==> src/rtl/pwr_rst_pkg.sv <==
package pwr_rst_pkg;
  typedef enum logic [1:0] {
    ST_OFF    = 2'd0,
    ST_FILTER = 2'd1,
    ST_HOLD   = 2'd2,
    ST_RUN    = 2'd3
  } seq_state_t;
endpackage

==> src/rtl/pg_sync.sv <==
module pg_sync #(
  parameter int STAGES = 2
) (
  input  logic clk,
  input  logic pg_in,
  output logic pg_s
);
  logic [STAGES-1:0] sh_q;

  always_ff @(posedge clk or negedge pg_in) begin
    if (!pg_in) sh_q <= '0;
    else        sh_q <= {sh_q[STAGES-2:0], 1'b1};
  end

  assign pg_s = sh_q[STAGES-1];
endmodule

==> src/rtl/seq_fsm.sv <==
module seq_fsm
  import pwr_rst_pkg::*;
#(
  parameter int PG_CYC  = 4,
  parameter int MIN_CYC = 4,
  parameter int MAX_CYC = 40,
  parameter int CNT_W   = 8
) (
  input  logic             clk,
  input  logic             pg_in,
  input  logic             pg_s,
  input  logic [CNT_W-1:0] hold_req,
  output logic             rst_n_q,
  output logic             rel_pulse,
  output logic             clip_q
);
  localparam logic [CNT_W-1:0] PG_LAST = CNT_W'(PG_CYC - 1);
  localparam logic [CNT_W-1:0] LIM_LO  = CNT_W'(MIN_CYC);
  localparam logic [CNT_W-1:0] LIM_HI  = CNT_W'(MAX_CYC);

  seq_state_t       st_q, st_d;
  logic [CNT_W-1:0] cnt_q, cnt_d, lim_q, lim_d;
  logic             clip_d;

  always_comb begin
    st_d   = st_q;
    cnt_d  = cnt_q;
    lim_d  = lim_q;
    clip_d = clip_q;
    unique case (st_q)
      ST_OFF: if (pg_s) begin
        st_d  = ST_FILTER;
        cnt_d = '0;
      end
      ST_FILTER: if (cnt_q == PG_LAST) begin
        st_d   = ST_HOLD;
        cnt_d  = '0;
        lim_d  = (hold_req < LIM_LO) ? LIM_LO :
                 (hold_req > LIM_HI) ? LIM_HI : hold_req;
        clip_d = (hold_req > LIM_HI);
      end else begin
        cnt_d = cnt_q + 1'b1;
      end
      ST_HOLD: if (cnt_q == lim_q - 1'b1) st_d = ST_RUN;
               else                         cnt_d = cnt_q + 1'b1;
      default: ;
    endcase
    if (!pg_s) st_d = ST_OFF;
  end

  assign rel_pulse = (st_d == ST_RUN) && (st_q != ST_RUN);

  always_ff @(posedge clk or negedge pg_in) begin
    if (!pg_in) begin
      st_q    <= ST_OFF;
      cnt_q   <= '0;
      lim_q   <= LIM_LO;
      clip_q  <= 1'b0;
      rst_n_q <= 1'b0;
    end else begin
      st_q    <= st_d;
      cnt_q   <= cnt_d;
      lim_q   <= lim_d;
      clip_q  <= clip_d;
      rst_n_q <= (st_d == ST_RUN);
    end
  end

  a_r3_lim_in_window: assert property (@(posedge clk) disable iff (!pg_in)
    (st_q == ST_HOLD) |-> (lim_q >= LIM_LO && lim_q <= LIM_HI));
  a_r4_clip_at_top: assert property (@(posedge clk) disable iff (!pg_in)
    clip_q |-> (lim_q == LIM_HI));
  a_r2_release_from_hold: assert property (@(posedge clk) disable iff (!pg_in)
    $rose(rst_n_q) |-> ($past(st_q) == ST_HOLD));
endmodule

==> src/rtl/strap_latch.sv <==
module strap_latch #(
  parameter int STRAP_W = 8
) (
  input  logic               clk,
  input  logic               pg_in,
  input  logic               cap,
  input  logic [STRAP_W-1:0] strap_in,
  output logic [STRAP_W-1:0] word_q,
  output logic               vld_q
);
  always_ff @(posedge clk or negedge pg_in) begin
    if (!pg_in) begin
      word_q <= '0;
      vld_q  <= 1'b0;
    end else if (cap) begin
      word_q <= strap_in;
      vld_q  <= 1'b1;
    end
  end

  a_r8_word_stable: assert property (@(posedge clk) disable iff (!pg_in)
    (vld_q && $past(vld_q)) |-> $stable(word_q));
endmodule

==> src/rtl/pwr_rst_seq.sv <==
module pwr_rst_seq #(
  parameter int CLK_KHZ   = 250000,
  parameter int PG_MIN_US = 100,
  parameter int CNT_W     = 24,
  parameter int STRAP_W   = 16
) (
  input  logic               clk,
  input  logic               pg_in,
  input  logic [CNT_W-1:0]   hold_req,
  input  logic [STRAP_W-1:0] strap_in,
  output logic               rst_n_o,
  output logic               drv_oe,
  output logic [STRAP_W-1:0] cfg_word,
  output logic               cfg_vld,
  output logic               hold_clip
);
  localparam int PG_RAW  = (CLK_KHZ * PG_MIN_US) / 1000;
  localparam int PG_CYC  = (PG_RAW < 1) ? 1 : PG_RAW;
  localparam int MIN_CYC = CLK_KHZ;
  localparam int MAX_CYC = 10 * CLK_KHZ;

  logic pg_s, rel_pulse, oe_q;

  pg_sync #(.STAGES(2)) u_sync (
    .clk(clk), .pg_in(pg_in), .pg_s(pg_s)
  );

  seq_fsm #(
    .PG_CYC(PG_CYC), .MIN_CYC(MIN_CYC), .MAX_CYC(MAX_CYC), .CNT_W(CNT_W)
  ) u_fsm (
    .clk(clk), .pg_in(pg_in), .pg_s(pg_s), .hold_req(hold_req),
    .rst_n_q(rst_n_o), .rel_pulse(rel_pulse), .clip_q(hold_clip)
  );

  strap_latch #(.STRAP_W(STRAP_W)) u_strap (
    .clk(clk), .pg_in(pg_in), .cap(rel_pulse), .strap_in(strap_in),
    .word_q(cfg_word), .vld_q(cfg_vld)
  );

  always_ff @(posedge clk or negedge pg_in) begin
    if (!pg_in) oe_q <= 1'b0;
    else        oe_q <= rst_n_o;
  end
  assign drv_oe = oe_q;

  a_r7_oe_off: assert property (@(posedge clk) disable iff (!pg_in)
    !rst_n_o |=> !drv_oe);
  a_r9_vld_follows_rst: assert property (@(posedge clk) disable iff (!pg_in)
    cfg_vld == rst_n_o);
  a_r9_word_zero: assert property (@(posedge clk) disable iff (!pg_in)
    !cfg_vld |-> (cfg_word == '0));
endmodule

==> config.mk <==
export PLATFORM = sky130hd
export DESIGN_NAME = pwr_rst_seq
export DESIGN_NICKNAME = d
export VERILOG_FILES = /design/src/rtl/pwr_rst_pkg.sv /design/src/rtl/pg_sync.sv /design/src/rtl/seq_fsm.sv /design/src/rtl/strap_latch.sv /design/src/rtl/pwr_rst_seq.sv
export SDC_FILE = /design/constraint.sdc
export NUM_CORES = 1
export LEC_CHECK = 0
export CORE_MARGIN = 2
export CORE_UTILIZATION = 61
export CTS_BUF_LIST = sky130_fd_sc_hd__clkbuf_8 sky130_fd_sc_hd__clkbuf_16
export CTS_CLUSTER_DIAMETER = 150
export DETAILED_ROUTE_END_ITERATION = 7
export PLACE_DENSITY_LB_ADDON = 0.1
export SYNTH_ARGS = -nofsm -noshare
export SYNTH_HDL_FRONTEND = slang
export SYNTH_HIERARCHICAL = 1
export SYNTH_SLANG_ARGS = --single-unit
==> constraint.sdc <==
create_clock -name clk -period 9.1 [get_ports clk]
set_clock_uncertainty 0.05 [all_clocks]
set_input_delay 1.365 -clock clk [delete_from_list [all_inputs] [get_ports clk]]
set_output_delay 1.365 -clock clk [all_outputs]
set_load 0.03 [all_outputs]
Word-level counts from Yosys, hierarchy flattened. Index checks and enable logic that the tools add are counted.

Register bits after elaboration: 72. Bits in latches: 0. Bits in writable memories: 0. Bits in read-only memories: 0. Input bits: 42. Word-level logic and storage cells: 36. Memories kept: 0.

Add/subtract/negate cells: 2. Multiply operators: 0. Divide/modulo/power cells: 0. Order comparisons: 2. Eq/ne operators: 8. Shift operators: 0. Multiplexer cells: 10. Bitwise logic cells: 0. Reduce and logical (&&, ||, !) cells: 5.

Operators by type and width (count): 24-bit 2-to-1 mux (5); 24-bit one-hot mux with 3 select lines (1); 24-bit by 1-bit adder with 24-bit output (second input constant) (1); 24-bit by 15-bit equality test with 1-bit output (second input constant) (1); 24-bit equality test (1); 24-bit by 22-bit > comparator with 1-bit output (second input constant) (1); 24-bit by 18-bit less-than comparator with 1-bit output (second input constant) (1); 24-bit by 1-bit subtractor with 24-bit output (second input constant) (1); 2-bit 2-to-1 mux (3); 2-bit != test (second input constant) (3); 2-bit one-hot mux with 3 select lines (1); 2-bit equality test (second input constant) (2); 3-bit AND reduction (1); 3-bit nonzero test (1); 2-bit by 1-bit equality test with 1-bit output (second input constant) (1); 2-bit logical NOT (1); 2-bit AND reduction (1); 1-bit logical AND (1).

Longest topological paths before layout. Gate-level depths: netlist of run 1.

Depth after elaboration: 7. Gate-level depth with buffers: 14. Depth with buffers taken out: 10.

Modules after synthesis. Netlist of run 1, hierarchy kept.

By module, submodules not included: seq_fsm (times used 1, cells each 496, area each 4071.4 µm², seq. area each 1310.0 µm²); strap_latch (times used 1, cells each 36, area each 676.9 µm², seq. area each 425.4 µm²); pg_sync (times used 1, cells each 3, area each 53.8 µm², seq. area each 50.0 µm²); pwr_rst_seq (times used 1, cells each 1, area each 25.0 µm², seq. area each 25.0 µm²).

Least setup slack after synthesis of run 1. No wires, ideal clock.

Kind: reg2reg. Start point: register u_fsm.lim_q[0]. End point: register u_strap.word_q[10]. Arrival time: 3.656 ns. Required time: 8.925 ns. Setup slack: 5.269 ns. Stages on the path, launching flop included: 14. Clock period less this slack: 3.831 ns. Cells stage by stage: dfrtp_1 > inv_1 > ha_1 > nor4bb_1 > o22ai_1 > or4_1 > or4_4 > nor4b_4 > buf_4 > nand3_1 > a211oi_1 > buf_6 > buf_12 > mux2_4.

Word-level cells in the longest chain between the ends: 7.

RTL lines: from (decl) (RTL line seq_fsm.sv:22) `logic [CNT_W-1:0] cnt_q, cnt_d, lim_q, lim_d;`; from (signal assigned) (RTL line seq_fsm.sv:63) `lim_q <= lim_d;`; 24-bit by 1-bit subtractor with 24-bit output (RTL line seq_fsm.sv:44) `ST_HOLD: if (cnt_q == lim_q - 1'b1) st_d = ST_RUN;`; 24-bit equality test (RTL line seq_fsm.sv:44); 2-bit 2-to-1 mux (RTL line seq_fsm.sv:44); 2-bit one-hot mux with 3 select lines (RTL line seq_fsm.sv:30) `unique case (st_q)`; 2-bit 2-to-1 mux (RTL line seq_fsm.sv:48) `if (!pg_s) st_d = ST_OFF;`; 2-bit equality test (RTL line seq_fsm.sv:51) `assign rel_pulse = (st_d == ST_RUN) && (st_q != ST_RUN);`; 1-bit logical AND (RTL line seq_fsm.sv:51); named net rel_pulse (RTL line pwr_rst_seq.sv:22) `logic pg_s, rel_pulse, oe_q;`; to (signal assigned) (RTL line strap_latch.sv:16) `word_q <= strap_in;`; to (decl) (RTL line strap_latch.sv:8) `output logic [STRAP_W-1:0] word_q,`.

The timed path passes the listed nets, and every way through them passes these cells. A chain may end at the register's enable or synchronous reset.

Worst setup path after layout of run 1.
Start point: register u_fsm.lim_q[0]. End point: register u_fsm.cnt_q[11].

Word-level cells in the longest chain between the ends: 4.

RTL lines: 24-bit by 1-bit subtractor with 24-bit output (RTL line seq_fsm.sv:44); 24-bit equality test (RTL line seq_fsm.sv:44); 2-bit != test (no source line); 3-bit AND reduction (no source line); to (signal assigned) (RTL line seq_fsm.sv:62) `cnt_q <= cnt_d;`; to (decl) (RTL line seq_fsm.sv:22).

Every way passes these cells.

==> flow_results.xml, run 1 <==
<?xml version="1.0" encoding="UTF-8"?>
<metrics>
  <group name="timing">
    <metric name="slew_margin_rel" unit="">0.362</metric>
    <metric name="period_share" unit="">0.444</metric>
    <metric name="setup_violations" unit="">0</metric>
    <metric name="grt_setup_unrepaired" unit="">no</metric>
    <metric name="hold_slack" unit="ns">0.318</metric>
    <metric name="timing.fmax" unit="GHz">0.247</metric>
    <metric name="finalHoldViolCount" unit="">0</metric>
    <metric name="fin_tns_setup" unit="ns">0</metric>
    <metric name="timing_max_transition_violations_final" unit="">0</metric>
    <metric name="worst-slew-pin-transition" unit="ns">0.957</metric>
    <metric name="final_critical_path_time_including_i_o_delays_and_setup" unit="ns">4.04</metric>
  </group>
  <group name="yosys">
    <metric name="synth_compound_area_frac" unit="">0.205</metric>
    <metric name="syn_nets" unit="">585</metric>
    <metric name="ys.flop_type" unit="">dfrtp_1</metric>
    <metric name="synthesis.area" unit="mm²">0.00483</metric>
    <metric name="postSynthAreaPerCell" unit="µm²">9.01</metric>
    <metric name="largest_cells_by_area_after_synthesis" unit="">dfrtp_1 34%, a41oi_1 4.0%, o31ai_1 3.9%</metric>
    <metric name="post-synth-top-count-cell" unit="">dfrtp_1</metric>
    <metric name="ys_async_sr_fraction" unit="">1.00</metric>
    <metric name="synth_simple_gate_area_frac" unit="">0.239</metric>
    <metric name="synth_commonest_cells" unit="">65 x dfrtp_1, 42 x nand2_1, 31 x inv_1</metric>
    <metric name="synth_largest_type_area_fraction" unit="">0.337</metric>
    <metric name="syn_inst" unit="">536</metric>
    <metric name="yosysUniqueCellTypes" unit="">63</metric>
    <metric name="synth_mux_area_frac" unit="">0.0443</metric>
    <metric name="synth_xor_area_frac" unit="">0.0544</metric>
    <metric name="yosys.area_share.adder" unit="">0.0181</metric>
    <metric name="ys_ff_latch" unit="">72</metric>
    <metric name="synth_edf_count" unit="">0</metric>
    <metric name="synth_top_area_cell" unit="">dfrtp_1</metric>
    <metric name="yosysSeqAreaShare" unit="">0.375</metric>
    <metric name="main_combinational_cell_family_by_area_after_synthesis" unit="">simple AND/OR/NAND/NOR gates</metric>
    <metric name="yosys_warning_count" unit="">6</metric>
  </group>
  <group name="clock_network">
    <metric name="cts_inserted_buffers" unit="">9</metric>
    <metric name="cts.sink_count" unit="">72</metric>
    <metric name="htree_num_levels" unit="">3</metric>
    <metric name="tritoncts" unit="">built</metric>
    <metric name="ctsLongestPathBuffers" unit="">2</metric>
    <metric name="post_cts_resized" unit="">0</metric>
    <metric name="post_cts_hold_buffer_count" unit="">0</metric>
    <metric name="cts_setup_buffers" unit="">0</metric>
    <metric name="clkSlewWorstSetupHoldPaths" unit="ns">0.08</metric>
    <metric name="clkLatencyLatePin" unit="ns">0.36</metric>
    <metric name="cts.root.buffer_cell" unit="">clkbuf_8</metric>
  </group>
  <group name="setup_path">
    <metric name="slowest_stage_cell_on_the_critical_path" unit="">and3_1</metric>
    <metric name="critPathLaunchType" unit="">flop</metric>
    <metric name="worst-r2r-setup-slack" unit="ns">5.06</metric>
    <metric name="cp-end-kind" unit="">flop</metric>
    <metric name="timing.critical_path.buf_inv" unit="">2</metric>
    <metric name="critPathKind" unit="">reg -&gt; reg</metric>
    <metric name="cp.required" unit="ns">9.24</metric>
    <metric name="cpPeakStageDelay" unit="ns">0.79</metric>
    <metric name="worst-path-max-fanout" unit="">27</metric>
    <metric name="data_arrival_time_at_the_worst_slack_endpoint" unit="ns">4.18</metric>
    <metric name="cp_cell_sequence" unit="">inv_1, ha_1, nor4bb_1, o22ai_1, or4_1, or4_4, nor4b_4, buf_4, and3_1, o21ai_0</metric>
    <metric name="worst_path_dominant_cell_family" unit="">simple AND/OR/NAND/NOR gates</metric>
  </group>
  <group name="power">
    <metric name="pwr-share-comb" unit="">0.075</metric>
    <metric name="ir_worst_vdd" unit="V">0.000129</metric>
    <metric name="power.static_leakage" unit="µW">0.00224</metric>
    <metric name="pwr-share-seq" unit="">0.494</metric>
    <metric name="power.density" unit="mW/mm²">115</metric>
    <metric name="power_report.internal_total" unit="µW">497</metric>
    <metric name="p_sw" unit="µW">156</metric>
    <metric name="p_sw_frac" unit="">0.238</metric>
    <metric name="clock_power_share" unit="">0.430</metric>
    <metric name="totalPowerFinal" unit="µW">653</metric>
  </group>
  <group name="routing">
    <metric name="avgRoutedWirePerCell" unit="µm">18.7</metric>
    <metric name="vias_per_cell" unit="">6.65</metric>
    <metric name="dr.pass1.iters" unit="">6</metric>
    <metric name="number_of_design_rule_violations_left_by_the_first_detailed_router_iteration" unit="">390</metric>
    <metric name="drt_wl_total" unit="µm">12800</metric>
    <metric name="drtAntennaViolNets" unit="">0</metric>
    <metric name="number_of_remaining_drc_errors" unit="">0</metric>
    <metric name="num_vias" unit="">4547</metric>
  </group>
  <group name="cells_and_area">
    <metric name="design.final.nets" unit="">626</metric>
    <metric name="antenna_cells_inserted" unit="">0</metric>
    <metric name="layout-area-overhead-vs-synth" unit="%">17.4</metric>
    <metric name="fillCellCount" unit="">603</metric>
    <metric name="drive_gt1_frac" unit="">0.103</metric>
  </group>
  <group name="placement">
    <metric name="place.detailed.hpwl" unit="µm">8790</metric>
    <metric name="globalplace.congestion" unit="">0.945</metric>
    <metric name="port_buffers" unit="">61</metric>
  </group>
  <group name="floorplan">
    <metric name="die_width" unit="µm">93.0</metric>
    <metric name="coreArea" unit="mm²">0.00769</metric>
    <metric name="die-height" unit="µm">93.0</metric>
    <metric name="io_pins" unit="">62</metric>
    <metric name="initial_utilization" unit="">0.628</metric>
    <metric name="fp.dieArea" unit="mm²">0.00864</metric>
    <metric name="floorplan.rows" unit="">32</metric>
  </group>
  <group name="worst_hold_path">
    <metric name="min-delay-path-class" unit="">reg -&gt; reg</metric>
  </group>
  <group name="global_route">
    <metric name="initial_antenna_violation_count" unit="">0</metric>
    <metric name="grt_pass1_vias" unit="">4287</metric>
    <metric name="grt_pass1_wl" unit="µm">21100</metric>
    <metric name="grt_max_degree" unit="">73</metric>
    <metric name="all_layer_gr_usage" unit="">0.306</metric>
    <metric name="grt_overflow" unit="">0</metric>
  </group>
  <group name="flow_run">
    <metric name="drv.max_cap_violation_count" unit="">0</metric>
  </group>
  <group name="status">
    <metric name="run_status" unit="">finished, final reports clean</metric>
  </group>
</metrics>
## registers in the layout, indices dropped and copies added, names as in the netlist
name / count
drv_oe: 1
u_fsm/clip_q: 1
u_fsm/cnt_q: 24
u_fsm/lim_q: 24
u_fsm/rst_n_q: 1
u_fsm/st_q: 2
u_strap/vld_q: 1
u_strap/word_q: 16
u_sync/sh_q: 2
## worst paths after layout
check / start / end / depth (start not counted)
max in group asynchronous: pg_in / u_fsm/lim_q[1] / 2
min in group asynchronous: pg_in / u_fsm/cnt_q[22] / 2
setup / recovery: u_fsm/lim_q[0] / u_fsm/cnt_q[11] / 10
setup reg to reg: u_fsm/lim_q[0] / u_fsm/cnt_q[11] / 10
hold reg to reg: u_sync/sh_q[0] / u_sync/sh_q[1] / 0
hold / removal: u_sync/sh_q[0] / u_sync/sh_q[1] / 0
## cell type report
type,instances,area [µm²],share of cell area
Tap cell,102,128,0.0225
Sequential cell,72,1810,0.319
Clock inverter,7,95.1,0.0168
Timing Repair Buffer,68,658,0.116
Multi-Input combinational cell,395,2740,0.483
Clock buffer,9,124,0.0219
Inverter,31,116,0.0205
## power by group through the flow
stage	logic (µW)	registers (µW)	clock network, µW
3_3_place_gp	48.1	329	0
2_1_floorplan	15.6	329	0
4_1_cts	48.8	323	285
3_5_place_dp	48.5	329	0
6_report	49.2	323	281
5_1_grt	53.5	323	297
## cell usage in the layout (no fill, tap or decap), types with 6 or more instances in the layout
cell type / count
mux2_2: 7
a21oi_1: 17
mux2_4: 9
nand3_1: 18
nor2b_1: 7
clkdlybuf4s50_1: 60
ha_1: 7
o21ai_0: 28
nand2_1: 42
xor2_1: 12
dfrtp_1: 65
nor3_1: 20
a22o_1: 8
clkbuf_8: 9
inv_1: 31
xnor2_1: 18
and3_1: 9
a41oi_1: 22
buf_4: 7
nor4b_1: 6
dfstp_2: 7
and2_1: 6
nand4_1: 25
nor2_1: 25
nor4_1: 9
o31ai_1: 24
or4_1: 12
## through the flow
| stage | setup slack (ns) | instance area [µm²] | utilization | std cells |
|---|---|---|---|---|
| final | 5.06 | 5670 | 0.737 | 684 |
| after global routing | 4.79 | 5670 | 0.737 | 684 |
| after CTS | 5.10 | 5670 | 0.737 | 684 |
| after detailed placement | 5.11 | 5450 | 0.709 | 668 |
| after global placement | 5.15 | 5450 | 0.709 | 668 |
| after floorplan | 5.27 | 4830 | - | 536 |
## cell families (layout without fill, tap and decap cells)
group           count (synthesis)  after routing
compound gates                140            140
xor+xnor                       30             30
buf+inv                        69            115
flops                          72             72
other cells                     1              1
simple gates                  201            201
mux                            16             16
fa+ha+maj                       7              7
## layer usage
layer	track usage	share of wire
met3	0.0797	0.087
met5	0	0
met1	0.413	0.43
met2	0.494	0.47
met4	0.0772	0.013
Note: power is estimated with default switching activity, not from simulation.
==> inputs of run 2 (changes only) <==
--- a/config.mk
+++ b/config.mk
@@ -6,7 +6,7 @@
 export NUM_CORES = 1
 export LEC_CHECK = 0
 export CORE_MARGIN = 2
-export CORE_UTILIZATION = 61
+export CORE_UTILIZATION = 56
 export CTS_BUF_LIST = sky130_fd_sc_hd__clkbuf_8 sky130_fd_sc_hd__clkbuf_16
 export CTS_CLUSTER_DIAMETER = 150
 export DETAILED_ROUTE_END_ITERATION = 7
==> constraint.sdc (replaced) <==
create_clock -name clk -period 3.8 [get_ports clk]
set_clock_uncertainty 0.05 [all_clocks]
set_input_delay 0.57 -clock clk [delete_from_list [all_inputs] [get_ports clk]]
set_output_delay 0.57 -clock clk [all_outputs]
set_load 0.03 [all_outputs]
==> run 2 against run 1 <==
Combinational power grew 140%; core utilization shrank 3.3 points; cell count grew 1.8%; critical path depth grew 1; critical endpoint is now u_strap/word_q[11].
==> flow_results.xml, run 2 (synthesized netlist as in run 1, its figures left out) <==
<?xml version="1.0" encoding="UTF-8"?>
<metrics>
  <group name="setup_path">
    <metric name="worst-path-max-fanout" unit="">8</metric>
    <metric name="cp.required" unit="ns">3.98</metric>
    <metric name="cpPeakStageDelay" unit="ns">0.54</metric>
    <metric name="critPathLaunchType" unit="">flop</metric>
    <metric name="cp_cell_sequence" unit="">inv_1, ha_4, nor4bb_2, o22ai_1, or4_1, or4_4, nor4b_4, nand3_2, a211oi_4, buf_6, mux2_4</metric>
    <metric name="cp-end-kind" unit="">flop</metric>
    <metric name="critPathKind" unit="">reg -&gt; reg</metric>
    <metric name="data_arrival_time_at_the_worst_slack_endpoint" unit="ns">3.81</metric>
    <metric name="slowest_stage_cell_on_the_critical_path" unit="">or4_4</metric>
  </group>
  <group name="placement">
    <metric name="port_buffers" unit="">61</metric>
    <metric name="globalplace.congestion" unit="">0.997</metric>
    <metric name="detailedPlace.worstSlack" unit="ns">0.129</metric>
    <metric name="place.detailed.hpwl" unit="µm">9400</metric>
  </group>
  <group name="cells_and_area">
    <metric name="drive_gt1_frac" unit="">0.124</metric>
    <metric name="mostFrequentLayoutCells" unit="">64 x dfrtp_1, 60 x clkdlybuf4s50_1, 42 x nand2_1</metric>
    <metric name="largest_registers" unit="">u_fsm/cnt_q (24), u_fsm/lim_q (24), u_strap/word_q (16)</metric>
    <metric name="design.final.nets" unit="">636</metric>
    <metric name="fillCellCount" unit="">648</metric>
    <metric name="postLayoutCoreUtil" unit="">0.704</metric>
    <metric name="final_common_cell" unit="">dfrtp_1</metric>
    <metric name="antenna_cells_inserted" unit="">0</metric>
    <metric name="layout-area-overhead-vs-synth" unit="%">21.0</metric>
  </group>
  <group name="timing">
    <metric name="finalHoldViolCount" unit="">0</metric>
    <metric name="final_critical_path_time_including_i_o_delays_and_setup" unit="ns">3.62</metric>
    <metric name="timing.fmax" unit="GHz">0.276</metric>
    <metric name="hold_slack" unit="ns">0.309</metric>
    <metric name="slew_margin_rel" unit="">0.300</metric>
    <metric name="setup_violations" unit="">0</metric>
    <metric name="timing_max_transition_violations_final" unit="">0</metric>
    <metric name="grt_setup_unrepaired" unit="">no</metric>
    <metric name="worst-slew-pin-transition" unit="ns">1.05</metric>
    <metric name="fin_tns_setup" unit="ns">0</metric>
    <metric name="worst_slack" unit="ns">0.176</metric>
    <metric name="period_share" unit="">0.954</metric>
  </group>
  <group name="clock_network">
    <metric name="cts_inserted_buffers" unit="">9</metric>
    <metric name="clkLatencyLatePin" unit="ns">0.35</metric>
    <metric name="cts.sink_count" unit="">72</metric>
    <metric name="tritoncts" unit="">built</metric>
    <metric name="ctsLongestPathBuffers" unit="">2</metric>
    <metric name="clkSlewWorstSetupHoldPaths" unit="ns">0.08</metric>
    <metric name="post_cts_resized" unit="">0</metric>
    <metric name="post_cts_hold_buffer_count" unit="">0</metric>
    <metric name="htree_num_levels" unit="">3</metric>
    <metric name="cts_setup_buffers" unit="">0</metric>
    <metric name="cts.root.buffer_cell" unit="">clkbuf_8</metric>
  </group>
  <group name="routing">
    <metric name="avgRoutedWirePerCell" unit="µm">19.3</metric>
    <metric name="drt_wl_total" unit="µm">13400</metric>
    <metric name="number_of_design_rule_violations_left_by_the_first_detailed_router_iteration" unit="">413</metric>
    <metric name="dr.pass1.iters" unit="">5</metric>
    <metric name="num_vias" unit="">4582</metric>
    <metric name="drtAntennaViolNets" unit="">0</metric>
    <metric name="number_of_remaining_drc_errors" unit="">0</metric>
    <metric name="vias_per_cell" unit="">6.58</metric>
  </group>
  <group name="power">
    <metric name="clock_power_share" unit="">0.477</metric>
    <metric name="pwr-share-comb" unit="">0.071</metric>
    <metric name="power_report.internal_total" unit="µW">1340</metric>
    <metric name="power.static_leakage" unit="µW">0.00232</metric>
    <metric name="power.density" unit="mW/mm²">292</metric>
    <metric name="p_sw" unit="µW">367</metric>
    <metric name="pwr-share-seq" unit="">0.453</metric>
    <metric name="ir_worst_vdd" unit="V">0.000225</metric>
    <metric name="p_sw_frac" unit="">0.215</metric>
    <metric name="totalPowerFinal" unit="µW">1710</metric>
  </group>
  <group name="global_route">
    <metric name="grt_pass1_vias" unit="">4378</metric>
    <metric name="initial_antenna_violation_count" unit="">0</metric>
    <metric name="grt_max_degree" unit="">48</metric>
    <metric name="all_layer_gr_usage" unit="">0.282</metric>
    <metric name="grt_overflow" unit="">0</metric>
    <metric name="grt_pass1_wl" unit="µm">22000</metric>
  </group>
  <group name="status">
    <metric name="run_status" unit="">finished, final reports clean</metric>
  </group>
  <group name="floorplan">
    <metric name="initial_utilization" unit="">0.582</metric>
    <metric name="coreArea" unit="mm²">0.00830</metric>
    <metric name="io_pins" unit="">62</metric>
    <metric name="fp.dieArea" unit="mm²">0.00938</metric>
    <metric name="floorplan.rows" unit="">33</metric>
    <metric name="die_width" unit="µm">96.8</metric>
    <metric name="die-height" unit="µm">96.8</metric>
  </group>
  <group name="flow_run">
    <metric name="drv.max_cap_violation_count" unit="">0</metric>
  </group>
  <group name="worst_hold_path">
    <metric name="min-delay-path-class" unit="">reg -&gt; reg</metric>
  </group>
</metrics>
==> run 2: changes by cell type in the layout (fill, tap and decap cells not counted), sizes merged <==
cell      before  now
clkinvlp       1    0
clkbuf         9   10
buf            8   18
bufinv         2    4
clkinv         3    1
inv           32   31
==> run 2: final timing paths <==
path	from	endpoint	slack [ns]	cells after the start
hold reg to reg	u_sync/sh_q[0]	u_sync/sh_q[1]	0.31	0
setup / recovery	u_fsm/lim_q[0]	u_strap/word_q[11]	0.18	11
setup reg to reg	u_fsm/lim_q[0]	u_strap/word_q[11]	0.18	11
hold / removal	u_sync/sh_q[0]	u_sync/sh_q[1]	0.31	0
max in group asynchronous	pg_in	u_fsm/lim_q[14]	2.48	2
min in group asynchronous	pg_in	u_fsm/st_q[0]	0.36	1
==> run 2: power groups by stage <==
stage	clock (µW)	sequential [µW]	combinational, µW
CTS	831	773	119
global route	860	774	132
floorplan	0	787	37.4
detailed placement	0	788	119
finish	814	774	120
global placement	0	788	118
==> run 2: stage by stage <==
stage                     cells  instance area, µm²
after CTS                   694                5780
after global placement      679                5520
after global routing        696                5840
after floorplan             536                4830
final                       696                5840
after detailed placement    679                5520
==> run 2: layout make-up <==
class | instances | area, µm² | area share
Inverter | 31 | 116 | 0.0199
Clock buffer | 10 | 138 | 0.0236
Timing Repair Buffer | 78 | 748 | 0.128
Clock inverter | 5 | 129 | 0.0221
Multi-Input combinational cell | 395 | 2770 | 0.474
Tap cell | 105 | 131 | 0.0225
Sequential cell | 72 | 1810 | 0.310
==> run 2: layer usage <==
layer | GRT usage | up-vias | routed length, µm
li1 | - | 2123 | -
met1 | 0.387 | 2209 | 5770
met2 | 0.465 | 227 | 6500
met3 | 0.0520 | 23 | 957
met4 | 0.0661 | 0 | 178
met5 | 0 | - | 0
==> run 2: critical path: cells and delay by family (launching register included) <==
family | cells | cell delay (ns)
AOI/OAI and AO/OA | 2 | 0.47
buffers and inverters | 2 | 0.32
and+or+nand+nor | 5 | 1.75
DFF | 1 | 0.45
muxes | 1 | 0.31
adders and majority gates | 1 | 0.17
==> inputs of run 3 (changes only) <==
--- a/config.mk
+++ b/config.mk
@@ -5,12 +5,13 @@
 export SDC_FILE = /design/constraint.sdc
 export NUM_CORES = 1
 export LEC_CHECK = 0
+export CORE_ASPECT_RATIO = 1.1
 export CORE_MARGIN = 2
 export CORE_UTILIZATION = 56
 export CTS_BUF_LIST = sky130_fd_sc_hd__clkbuf_8 sky130_fd_sc_hd__clkbuf_16
 export CTS_CLUSTER_DIAMETER = 150
 export DETAILED_ROUTE_END_ITERATION = 7
-export PLACE_DENSITY_LB_ADDON = 0.1
+export PLACE_DENSITY = 0.84
 export SYNTH_ARGS = -nofsm -noshare
 export SYNTH_HDL_FRONTEND = slang
 export SYNTH_HIERARCHICAL = 1
==> run 3 against run 2 <==
Total power decreased by 2.9%; critical path type unchanged; register-to-register slack about the same; clock-buffer cell count decreased by 1; core utilization decreased by 0.94 points; non-clock buffer count increased by 1; sequential share of layout area increased by 0.15 points; critical endpoint is now u_fsm/cnt_q[16]; first-iteration DRC count increased by 75%; highest routed layer unchanged; sequential power about the same.
==> flow_results.xml, run 3 (synthesized netlist as in run 1, its figures left out) <==
<?xml version="1.0" encoding="UTF-8"?>
<metrics>
  <group name="status">
    <metric name="run_status" unit="">finished, final reports clean</metric>
  </group>
  <group name="timing">
    <metric name="slew_margin_rel" unit="">0.332</metric>
    <metric name="worst_slack" unit="ns">0.187</metric>
    <metric name="finalHoldViolCount" unit="">0</metric>
    <metric name="period_share" unit="">0.951</metric>
    <metric name="fin_tns_setup" unit="ns">0</metric>
    <metric name="grt_setup_unrepaired" unit="">no</metric>
    <metric name="timing.fmax" unit="GHz">0.277</metric>
    <metric name="worst-slew-pin-transition" unit="ns">1.00</metric>
    <metric name="final_critical_path_time_including_i_o_delays_and_setup" unit="ns">3.61</metric>
    <metric name="setup_violations" unit="">0</metric>
    <metric name="timing_max_transition_violations_final" unit="">0</metric>
  </group>
  <group name="placement">
    <metric name="port_buffers" unit="">61</metric>
    <metric name="globalplace.congestion" unit="">0.957</metric>
    <metric name="place.detailed.hpwl" unit="µm">9670</metric>
    <metric name="detailedPlace.worstSlack" unit="ns">0.219</metric>
  </group>
  <group name="cells_and_area">
    <metric name="final_common_cell" unit="">dfrtp_1</metric>
    <metric name="layout-area-overhead-vs-synth" unit="%">20.3</metric>
    <metric name="antenna_cells_inserted" unit="">0</metric>
    <metric name="design.final.nets" unit="">637</metric>
    <metric name="largest_registers" unit="">u_fsm/cnt_q (24), u_fsm/lim_q (24), u_strap/word_q (16)</metric>
    <metric name="mostFrequentLayoutCells" unit="">65 x dfrtp_1, 60 x clkdlybuf4s50_1, 42 x nand2_1</metric>
    <metric name="drive_gt1_frac" unit="">0.121</metric>
  </group>
  <group name="clock_network">
    <metric name="ctsLongestPathBuffers" unit="">2</metric>
    <metric name="post_cts_hold_buffer_count" unit="">0</metric>
    <metric name="clkLatencyLatePin" unit="ns">0.36</metric>
    <metric name="htree_num_levels" unit="">3</metric>
    <metric name="tritoncts" unit="">built</metric>
    <metric name="cts.root.buffer_cell" unit="">clkbuf_8</metric>
    <metric name="cts_setup_buffers" unit="">0</metric>
    <metric name="cts.sink_count" unit="">72</metric>
    <metric name="post_cts_resized" unit="">0</metric>
    <metric name="cts_inserted_buffers" unit="">9</metric>
    <metric name="clkSlewWorstSetupHoldPaths" unit="ns">0.09</metric>
  </group>
  <group name="floorplan">
    <metric name="die-height" unit="µm">101</metric>
    <metric name="initial_utilization" unit="">0.577</metric>
    <metric name="coreArea" unit="mm²">0.00836</metric>
    <metric name="io_pins" unit="">62</metric>
    <metric name="die_width" unit="µm">92.5</metric>
    <metric name="fp.dieArea" unit="mm²">0.00938</metric>
    <metric name="floorplan.rows" unit="">35</metric>
  </group>
  <group name="routing">
    <metric name="vias_per_cell" unit="">6.82</metric>
    <metric name="drt_wl_total" unit="µm">13500</metric>
    <metric name="drtAntennaViolNets" unit="">0</metric>
    <metric name="number_of_remaining_drc_errors" unit="">0</metric>
    <metric name="dr.pass1.iters" unit="">6</metric>
    <metric name="num_vias" unit="">4799</metric>
    <metric name="avgRoutedWirePerCell" unit="µm">19.2</metric>
    <metric name="number_of_design_rule_violations_left_by_the_first_detailed_router_iteration" unit="">723</metric>
  </group>
  <group name="setup_path">
    <metric name="timing.critical_path.buf_inv" unit="">3</metric>
    <metric name="crit_path_frequent_cell" unit="">buf_4</metric>
    <metric name="cp.required" unit="ns">3.97</metric>
    <metric name="cpPeakStageDelay" unit="ns">0.54</metric>
    <metric name="cp-end-kind" unit="">flop</metric>
    <metric name="worst-path-max-fanout" unit="">26</metric>
    <metric name="slowest_stage_cell_on_the_critical_path" unit="">or4_4</metric>
    <metric name="critPathKind" unit="">reg -&gt; reg</metric>
    <metric name="cp_cell_sequence" unit="">inv_1, ha_2, nor4bb_1, o22ai_1, or4_1, or4_4, nor4b_4, buf_4, and3_1, buf_4, o21ai_0</metric>
    <metric name="worst_path_dominant_cell_family" unit="">simple AND/OR/NAND/NOR gates</metric>
    <metric name="data_arrival_time_at_the_worst_slack_endpoint" unit="ns">3.79</metric>
    <metric name="critPathLaunchType" unit="">flop</metric>
  </group>
  <group name="power">
    <metric name="ir_worst_vdd" unit="V">0.000222</metric>
    <metric name="power.static_leakage" unit="µW">0.00231</metric>
    <metric name="power.density" unit="mW/mm²">285</metric>
  </group>
  <group name="global_route">
    <metric name="grt_pass1_vias" unit="">4537</metric>
    <metric name="grt_pass1_wl" unit="µm">22300</metric>
    <metric name="grt_overflow" unit="">0</metric>
    <metric name="initial_antenna_violation_count" unit="">0</metric>
    <metric name="grt_max_degree" unit="">35</metric>
    <metric name="all_layer_gr_usage" unit="">0.299</metric>
  </group>
  <group name="worst_hold_path">
    <metric name="min-delay-path-class" unit="">in -&gt; async</metric>
  </group>
  <group name="flow_run">
    <metric name="drv.max_cap_violation_count" unit="">0</metric>
  </group>
</metrics>
[run 3: where the power goes]
part	switching [µW]	internal [µW]
sequential	4.47	769
combinational	65.7	52.4
clock	322	445
[run 3: area by class of cell]
cell class | count | area, µm²
clock inverters | 7 | 128
flip-flops and latches | 72 | 1810
fillers | 642 | 2550
inverters | 31 | 116
repair buffers | 79 | 753
multi-input cells | 395 | 2740
well taps | 111 | 139
clock buffers | 9 | 124
[run 3: path summary, 6_finish.rpt]
path                                startpoint           endpoint  slack, ns  cells past startpoint
worst max-delay path            u_fsm/lim_q[0]    u_fsm/cnt_q[16]       0.19                     11
worst min-delay path                     pg_in  u_strap/word_q[3]       0.24                      1
worst max register to register  u_fsm/lim_q[0]    u_fsm/cnt_q[16]       0.19                     11
worst min register to register  u_sync/sh_q[0]     u_sync/sh_q[1]       0.31                      0
max in group asynchronous                pg_in       u_fsm/clip_q       2.60                      2
min in group clk                u_sync/sh_q[0]     u_sync/sh_q[1]       0.31                      0
[run 3: per-layer routing]
| metal | vias up | track usage | share of wire |
|---|---|---|---|
| met1 | 2308 | 0.367 | 0.38 |
| li1 | 2132 | - | - |
| met4 | 0 | 0.101 | 0.036 |
| met3 | 56 | 0.0499 | 0.081 |
| met5 | - | 0 | 0 |
| met2 | 303 | 0.535 | 0.50 |
[run 3: per-stage QoR]
stage               instance area (µm²)  utilization  hold WS, ns  total power [µW]  cells
CTS                                5810        0.695        0.253              1660    704
detailed placement                 5560        0.664        0.291               904    688
global route                       5810        0.695        0.298              1710    704
floorplan                          4830            -        0.224               824    536
global placement                   5560        0.664        0.289               902    688
finish                             5810        0.695        0.244              1660    704
